### src/rtl/nmi_pkg.sv
package nmi_pkg;

  typedef enum logic [1:0] {
    TRIG_LVL_LO    = 2'd0,
    TRIG_EDGE_FALL = 2'd1,
    TRIG_LVL_HI    = 2'd2,
    TRIG_EDGE_RISE = 2'd3
  } trig_mode_e;

  typedef struct packed {
    logic [31:0] ctrl;
    logic [31:0] pend;
    logic [31:0] en;
  } reg_map_t;

  // Offsets per address layout; pending/enable swap in layout 2.
  function automatic reg_map_t layout_map(input int unsigned layout);
    reg_map_t m;
    m.ctrl = 32'h00;
    case (layout)
      1:       begin m.pend = 32'h04; m.en = 32'h34; end
      2:       begin m.pend = 32'h08; m.en = 32'h04; end
      default: begin m.pend = 32'h04; m.en = 32'h08; end
    endcase
    return m;
  endfunction

endpackage

### src/rtl/nmi_sync.sv
module nmi_sync #(
  parameter int   STAGES  = 2,
  parameter logic RST_VAL = 1'b1
) (
  input  logic clk,
  input  logic rst,
  input  logic d,
  output logic q
);
  logic [STAGES-1:0] chain_q;

  generate
    for (genvar i = 0; i < STAGES; i++) begin : g_stage
      if (i == 0) begin : g_first
        always_ff @(posedge clk) begin
          if (rst) chain_q[0] <= RST_VAL;
          else     chain_q[0] <= d;
        end
      end else begin : g_next
        always_ff @(posedge clk) begin
          if (rst) chain_q[i] <= RST_VAL;
          else     chain_q[i] <= chain_q[i-1];
        end
      end
    end
  endgenerate

  assign q = chain_q[STAGES-1];
endmodule

### src/rtl/nmi_trigger.sv
module nmi_trigger
  import nmi_pkg::*;
#(
  parameter logic IDLE_VAL = 1'b1
) (
  input  logic       clk,
  input  logic       rst,
  input  logic       line_s,
  input  trig_mode_e mode,
  output logic       trig,
  output logic       trig_is_edge
);
  logic prev_q;

  always_ff @(posedge clk) begin
    if (rst) prev_q <= IDLE_VAL;
    else     prev_q <= line_s;
  end

  always_comb begin
    trig         = 1'b0;
    trig_is_edge = 1'b0;
    case (mode)
      TRIG_LVL_LO:    trig = ~line_s;
      TRIG_LVL_HI:    trig = line_s;
      TRIG_EDGE_FALL: begin trig = prev_q & ~line_s; trig_is_edge = 1'b1; end
      TRIG_EDGE_RISE: begin trig = ~prev_q & line_s; trig_is_edge = 1'b1; end
      default:        trig = 1'b0;
    endcase
  end

  // An edge of one polarity cannot repeat on the following cycle
  p_edge_pulse_r5: assert property (@(posedge clk) disable iff (rst)
    (trig && trig_is_edge) |=> (!trig || !$stable(mode)));
endmodule

### src/rtl/nmi_regs.sv
module nmi_regs
  import nmi_pkg::*;
#(
  parameter int          ADDR_W = 8,
  parameter int          DATA_W = 32,
  parameter int unsigned LAYOUT = 0
) (
  input  logic              clk,
  input  logic              rst,
  input  logic              req_valid,
  input  logic              req_write,
  input  logic [ADDR_W-1:0] req_addr,
  input  logic [DATA_W-1:0] req_wdata,
  input  logic              trig,
  input  logic              trig_is_edge,
  output trig_mode_e        mode,
  output logic              pend,
  output logic              en,
  output logic [DATA_W-1:0] rsp_rdata
);
  localparam reg_map_t          MAP    = layout_map(LAYOUT);
  localparam logic [ADDR_W-1:0] A_CTRL = MAP.ctrl[ADDR_W-1:0];
  localparam logic [ADDR_W-1:0] A_PEND = MAP.pend[ADDR_W-1:0];
  localparam logic [ADDR_W-1:0] A_EN   = MAP.en[ADDR_W-1:0];

  logic [DATA_W-1:0] ctrl_q;
  logic              pend_q, en_q;
  logic [DATA_W-1:0] rdata_q;
  logic              hit_ctrl, hit_pend, hit_en, any_hit;
  logic              wr_ctrl, wr_en, clr;
  logic              pend_n;

  assign hit_ctrl = (req_addr == A_CTRL);
  assign hit_pend = (req_addr == A_PEND);
  assign hit_en   = (req_addr == A_EN);
  assign any_hit  = hit_ctrl | hit_pend | hit_en;

  assign wr_ctrl = req_valid & req_write & hit_ctrl;
  assign wr_en   = req_valid & req_write & hit_en;
  assign clr     = req_valid & req_write & hit_pend & req_wdata[0];

  // Edge triggers win over a clear; level triggers lose to it and
  // re-assert on the following cycle if the line is still active.
  always_comb begin
    if (trig_is_edge) pend_n = (pend_q & ~clr) | trig;
    else              pend_n = clr ? 1'b0 : (pend_q | trig);
  end

  always_ff @(posedge clk) begin
    if (rst) begin
      ctrl_q <= '0;
      pend_q <= 1'b0;
      en_q   <= 1'b0;
    end else begin
      pend_q <= pend_n;
      if (wr_ctrl) ctrl_q <= req_wdata;
      if (wr_en)   en_q   <= req_wdata[0];
    end
  end

  always_ff @(posedge clk) begin
    if (rst) begin
      rdata_q <= '0;
    end else if (req_valid && !req_write) begin
      if (hit_ctrl)      rdata_q <= ctrl_q;
      else if (hit_pend) rdata_q <= {{(DATA_W-1){1'b0}}, pend_q};
      else if (hit_en)   rdata_q <= {{(DATA_W-1){1'b0}}, en_q};
      else               rdata_q <= '0;
    end
  end

  assign mode      = trig_mode_e'(ctrl_q[1:0]);
  assign pend      = pend_q;
  assign en        = en_q;
  assign rsp_rdata = rdata_q;

  // a clear with no trigger leaves pending low
  p_w1c_r7: assert property (@(posedge clk) disable iff (rst)
    (clr && !trig) |=> !pend_q);
  // pending is sticky without a clear
  p_sticky_r7: assert property (@(posedge clk) disable iff (rst)
    (pend_q && !clr) |=> pend_q);
  // an edge is never lost
  p_edge_wins_r8: assert property (@(posedge clk) disable iff (rst)
    (trig && trig_is_edge) |=> pend_q);
  // control only changes on its own write
  p_ctrl_hold_r6: assert property (@(posedge clk) disable iff (rst)
    !wr_ctrl |=> $stable(ctrl_q));
  // unmapped reads return zero
  p_unmapped_r11: assert property (@(posedge clk) disable iff (rst)
    (req_valid && !req_write && !any_hit) |=> (rsp_rdata == '0));
  // read data holds between reads
  p_rdata_hold_r13: assert property (@(posedge clk) disable iff (rst)
    !(req_valid && !req_write) |=> $stable(rsp_rdata));
endmodule

### src/rtl/nmi_ctrl.sv
module nmi_ctrl
  import nmi_pkg::*;
#(
  parameter int          ADDR_W      = 8,
  parameter int          DATA_W      = 32,
  parameter int unsigned LAYOUT      = 0,
  parameter int          SYNC_STAGES = 2,
  parameter logic        LINE_IDLE   = 1'b1
) (
  input  logic              clk,
  input  logic              rst,
  input  logic              nmi_in,
  input  logic              req_valid,
  input  logic              req_write,
  input  logic [ADDR_W-1:0] req_addr,
  input  logic [DATA_W-1:0] req_wdata,
  output logic [DATA_W-1:0] rsp_rdata,
  output logic              irq_out
);
  logic       line_s;
  logic       trig, trig_is_edge;
  trig_mode_e mode;
  logic       pend, en;
  logic       irq_q;

  nmi_sync #(.STAGES(SYNC_STAGES), .RST_VAL(LINE_IDLE)) sync_i (
    .clk(clk), .rst(rst), .d(nmi_in), .q(line_s)
  );

  nmi_trigger #(.IDLE_VAL(LINE_IDLE)) trig_i (
    .clk(clk), .rst(rst), .line_s(line_s), .mode(mode),
    .trig(trig), .trig_is_edge(trig_is_edge)
  );

  nmi_regs #(.ADDR_W(ADDR_W), .DATA_W(DATA_W), .LAYOUT(LAYOUT)) regs_i (
    .clk(clk), .rst(rst),
    .req_valid(req_valid), .req_write(req_write),
    .req_addr(req_addr), .req_wdata(req_wdata),
    .trig(trig), .trig_is_edge(trig_is_edge),
    .mode(mode), .pend(pend), .en(en), .rsp_rdata(rsp_rdata)
  );

  always_ff @(posedge clk) begin
    if (rst) irq_q <= 1'b0;
    else     irq_q <= pend & en;
  end

  assign irq_out = irq_q;

  // a masked source never raises the request
  p_irq_masked_r9: assert property (@(posedge clk) disable iff (rst)
    !en |=> !irq_out);
  // pending and enabled raises the request one cycle later
  p_irq_raise_r9: assert property (@(posedge clk) disable iff (rst)
    (pend && en) |=> irq_out);
endmodule

### config.mk
export PLATFORM = sky130hd
export DESIGN_NAME = nmi_ctrl
export DESIGN_NICKNAME = d
export VERILOG_FILES = /design/src/rtl/nmi_pkg.sv /design/src/rtl/nmi_sync.sv /design/src/rtl/nmi_trigger.sv /design/src/rtl/nmi_regs.sv /design/src/rtl/nmi_ctrl.sv
export SDC_FILE = /design/constraint.sdc
export NUM_CORES = 1
export LEC_CHECK = 0
export CAP_MARGIN = 10
export CORE_MARGIN = 3
export CORE_UTILIZATION = 40
export DETAILED_ROUTE_END_ITERATION = 6
export GPL_ROUTABILITY_DRIVEN = 1
export PLACE_DENSITY = 0.7
export REMOVE_ABC_BUFFERS = 1
export SETUP_SLACK_MARGIN = 0.15
export SYNTH_ARGS = -nofsm -noshare
export SYNTH_HDL_FRONTEND = slang
export SYNTH_SLANG_ARGS = --single-unit
### constraint.sdc
create_clock -name clk -period 2.8 [get_ports clk]
set_input_delay 0.84 -clock clk [delete_from_list [all_inputs] [get_ports clk]]
set_output_delay 0.84 -clock clk [all_outputs]
set_load 0.01 [all_outputs]
* After elaboration in Yosys (flattened, before gate mapping)
Index checks and enable logic that the tools add are counted.
Widths: inputs -> output; s select.
** Storage, ports and cells
- Bits in registers :: 70
- Logic and storage cells :: 39
- Input port bits :: 45
- Output and inout bits :: 33
** Cells by class
- Multiplexer cells :: 7
- Eq/ne operators :: 5
- Bitwise operators :: 14
- Reductions and logical operators :: 5
** Operators by type and width (count)
- $mux 32 :: 2
- $and 1x1->1 :: 9
- $eq 8x3->1 const B :: 1
- $eq 8x4->1 const B :: 1
- $logic_not 8->1 :: 1
- $eq 2x2->1 const B :: 2
- $mux 1 :: 4
- $pmux 1 s4 :: 1
- $not 1->1 :: 3
- $eq 2x1->1 const B :: 1
- $logic_not 2->1 :: 1
- $or 1x1->1 :: 2
- $reduce_or 2->1 :: 1
- $logic_and 1x1->1 :: 1
- $logic_not 1->1 :: 1

* Longest topological paths before layout
- Word-level depth :: 7
- Mapped depth :: 6
- Mapped depth without buffers :: 4

* Hierarchy
From an unflattened synthesis, not the netlist that was laid out.
** Second synthesis, totals
- Cells, all modules :: 318
- Area total of the unflattened synthesis :: 2791.4 um^2
** By module, submodules not included
- nmi_regs :: cells each 305, seq. area each 1321.3 um^2, area each 2653.8 um^2, instances 1
- nmi_trigger :: cells each 7, seq. area each 20.0 um^2, area each 56.3 um^2, instances 1
- nmi_sync :: cells each 4, seq. area each 40.0 um^2, area each 52.6 um^2, instances 1
- nmi_ctrl :: cells each 2, seq. area each 20.0 um^2, area each 28.8 um^2, instances 1

* Worst setup path before layout
No wires, ideal clock.
- Path type :: input port to flip-flop
- From :: input port req_addr[7]
- To :: register regs_i.ctrl_q[10]
- Stages on the path :: 5
- Setup slack :: 0.984 ns
- Library setup time :: 0.132 ns
- Path buffers :: 1
- Arrival time :: 1.684 ns
- Required time :: 2.668 ns
- Cells stage by stage :: nor4_4 -> nand3_1 -> clkbuf_1 -> nand2_1 -> a21oi_1
** On the way
- Longest elaborated chain between the ends :: 2
** Ends and longest elaborated chain
- from (decl) :: RTL line nmi_ctrl.sv:15 : input logic [ADDR_W-1:0] req_addr,
- $logic_not 8->1 :: RTL line nmi_regs.sv:33 : assign hit_ctrl = (req_addr == A_CTRL);
- $and 1x1->1 :: RTL line nmi_regs.sv:38 : assign wr_ctrl = req_valid & req_write & hit_ctrl;
- to (signal assigned) :: RTL line nmi_regs.sv:56 : if (wr_ctrl) ctrl_q <= req_wdata;
- to (decl) :: RTL line nmi_regs.sv:26 : logic [DATA_W-1:0] ctrl_q;
Every way passes these cells.
A chain may end at the register's enable or synchronous reset.

* Worst setup path in the final report
- From :: input port req_addr[2]
- To :: register regs_i.rdata_q[29] (netlist: regs_i.rsp_rdata[29])
** On the way
- Longest elaborated chain between the ends :: 2
** Ends and longest elaborated chain
- $logic_not 8->1 :: RTL line nmi_regs.sv:33
- $mux 32 :: RTL line nmi_regs.sv:65 : if (hit_ctrl) rdata_q <= ctrl_q;
- to (signal assigned) :: RTL line nmi_regs.sv:65
- to (signal assigned) :: RTL line nmi_regs.sv:66 : else if (hit_pend) rdata_q <= {{(DATA_W-1){1'b0}}, pend_q};
- to (signal assigned) :: RTL line nmi_regs.sv:67 : else if (hit_en) rdata_q <= {{(DATA_W-1){1'b0}}, en_q};
- to (decl) :: RTL line nmi_regs.sv:28 : logic [DATA_W-1:0] rdata_q;
Every way passes these cells.

==> results by group <==
Timing
  • Pins Over Slew Limit: 0
  • RSZ-0062 raised after global routing: false
  • Max Clk Rate: 0.474 GHz
  • Setup Total Neg Slack: 0 ps
  • Final setup vio count: 0
  • Fin. Hold Viols: 0
  • Rel. slew slack: 0.594
  • Min cycle time layout: 2110 ps
  • Tightest Pin Transition: 610 ps
  • Clock skew: 3.95 ps
  • Final worst slack: 689 ps
  • Period utilization: 0.754

Floorplan
  • Row count: 28
  • Core area: 6130 um2
  • Total die area: 7560 um2
  • Horiz. Die Dim: 86.9 um
  • Starting Density: 0.427
  • Num ports: 78
  • Die height: 86.9 um

CTS
  • Inserted Clock Buffers: 9
  • Post-CTS sizing: 0
  • Clk buf depth: 2
  • H-tree level count: 3
  • CTS tree: yes
  • Setup bufs post-CTS: 0
  • Skew-Pair Late Insertion Delay: 340 ps
  • Hold buffer count at cts: 0
  • Reg clk slew, reported paths: 70 ps
  • CTS root buf: clkbuf_8
  • TritonCTS Sinks: 70

Power and ir drop
  • Leakage power: 0.00118 uW
  • Worst vdd ir: 0.311 mV
  • Pwr per Cell Area: 537 nW/um2

Synthesis
  • Distinct cells, synth: 26
  • Register area share after synthesis: 0.535
  • Post-Syn Instances: 323
  • Register bit total from synthesis: 70
  • Post-synth top area cell: dfxtp_1
  • Syn Area/Cell: 8.11 um2
  • Synth top area cells: dfxtp_1 53%, nand2_1 14%, a21oi_1 13%, nand3_1 6.1%, buf_6 2.6%
  • Synthesized area: 2620 um2
  • Ys Warns: 0
  • Yosys top cell area share: 0.535

Placement
  • Pre-CTS setup slack: 343 ps
  • IO buf count: 77
  • RePlAce Congestion: 0.845
  • Post-DP HPWL: 4050 um

Layout
  • # diodes: 0
  • Nets: 438
  • Final core occ: 0.588
  • Layout area overhead: 37.6%
  • Share of post-route cells with drive strength above 1: 0.0754

Setup path
  • Crit-path slowest cell: clkdlybuf4s50_1
  • Setup crit end kind: flop
  • WS Path Type: in2reg
  • Worst R2R Path Depth: 4
  • Critical path required time: 3060 ps
  • CP max FO: 20
  • CP Data Arrival Time: 2370 ps
  • Crit path cell chain: clkdlybuf4s50_1, nor4_2, and2_1, buf_4, nand3_1, a21oi_1
  • CP Launch Type: input port
  • CP max stage delay: 500 ps

GRT
  • Vias in the first global route: 2284
  • All-Layer GR Usage: 0.175
  • Initial antenna violation count: 0
  • First-pass GRT wire length: 10400 um
  • Largest net degree at the start of global routing: 35
  • GRT overflow: 0

Flow run
  • Maxcap violations: 0

Detailed routing
  • Post-DRT Antenna Nets: 0
  • Post-Route WL: 6250 um
  • 1st-iter DRT viols: 71
  • DRC viols: 0
  • Wire per inst: 13.2 um
  • Avg Vias per Cell: 5.06
  • Total number of vias: 2395
  • Drt pass-1 iters: 4

Min path
  • Worst hold stages: 1
  • Min-Delay Path Class: reg2reg

Run status
  • Status: finished, final reports clean
report_power, final:
part | switching [uW] | total, uW | internal (uW)
Clock | 361 | 820 | 460
Combinational | 50.0 | 116 | 66.4
Sequential | 1.92 | 1000 | 998
Total | 413 | 1940 | 1520
cells in the final DEF (no fill, tap or decap), types with 2 or more instances in the layout:
cell             Yosys  routed
nand2b_1             2       2
and2_1               2       2
nor2_1               5       5
clkbuf_8             0      11
a21oi_1             67      67
dfxtp_1             70      70
nand2_1            100     100
or2_2                3       3
clkdlybuf4s50_1      0      76
clkbuf_1            15       2
nand3_1             32      32
o21ai_0              2       2
buf_4                2       8
routing by layer:
metal	share of wire	track usage	vias to the layer above
met4	0.020	0.0822	0
met5	0	0	-
met2	0.48	0.286	69
li1	-	-	1208
met3	0.056	0.0445	12
met1	0.44	0.216	1106
logic make-up (layout without fill, tap and decap cells):
group           after synthesis  in the layout  share of synthesized area
compound gates               70             70                      0.134
flops                        70             70                      0.535
xor+xnor                      2              2                    0.00669
simple gates                153            153                      0.260
mux                           1              1                    0.00382
buf+inv                      27            102                     0.0606
final timing paths:
| kind | startpoint | endpoint | slack, ps |
|---|---|---|---|
| worst max-delay path | req_addr[2] | regs_i.rsp_rdata[29] | 690 |
| worst min-delay path | sync_i.chain_q[0] | sync_i.q | 410 |
| worst max register to register | regs_i.ctrl_q[1] | regs_i.pend | 1770 |
| worst min register to register | sync_i.chain_q[0] | sync_i.q | 410 |
through the flow:
stage	power, uW	area, um2	hold WS [ps]	std cells
2_1_floorplan	1040	2460	389	296
3_3_place_gp	1140	3400	393	457
3_5_place_dp	1140	3400	397	457
4_1_cts	1950	3600	415	473
5_1_grt	2010	3600	415	473
6_report	1940	3600	412	473
worst max-delay path: cells and delay by family:
kind	cells	cell delay [ps]
AND/OR/NAND/NOR	3	640
AO/OA/AOI/OAI	1	150
buffers and inverters	2	740
area by class of cell:
type                       instances  area [um2]
fill                             583        2530
sequential                        70        1400
multi-input combinational        226        1060
timing repair buffer              86         846
clock buffer                      13         159
tap                               75        93.8
clock inverter                     3        42.5
state kept, by name, indices dropped and copies added, names as in the netlist:
name / count
regs_i.pend: 1
regs_i.ctrl_q: 32
regs_i.rsp_rdata: 32
irq_out: 1
sync_i.chain_q: 1
trig_i.prev_q: 1
sync_i.q: 1
regs_i.en: 1
cells in the mapped netlist, drive strengths merged:
cell type and number:
or2 3, xnor2 1, nor4 2, nor3b 1, and2 2, o21ai 2
nand3b 1, clkbuf 16, nor2b 2, nand3 32, nand2b 2, nand4 1
dfxtp 70, buf 11, o22ai 1, a21oi 67, mux2i 1, nor2 5
nand4b 1, and3 1, xor2 1, nand2 100
Power figures use the tool's default switching activity.
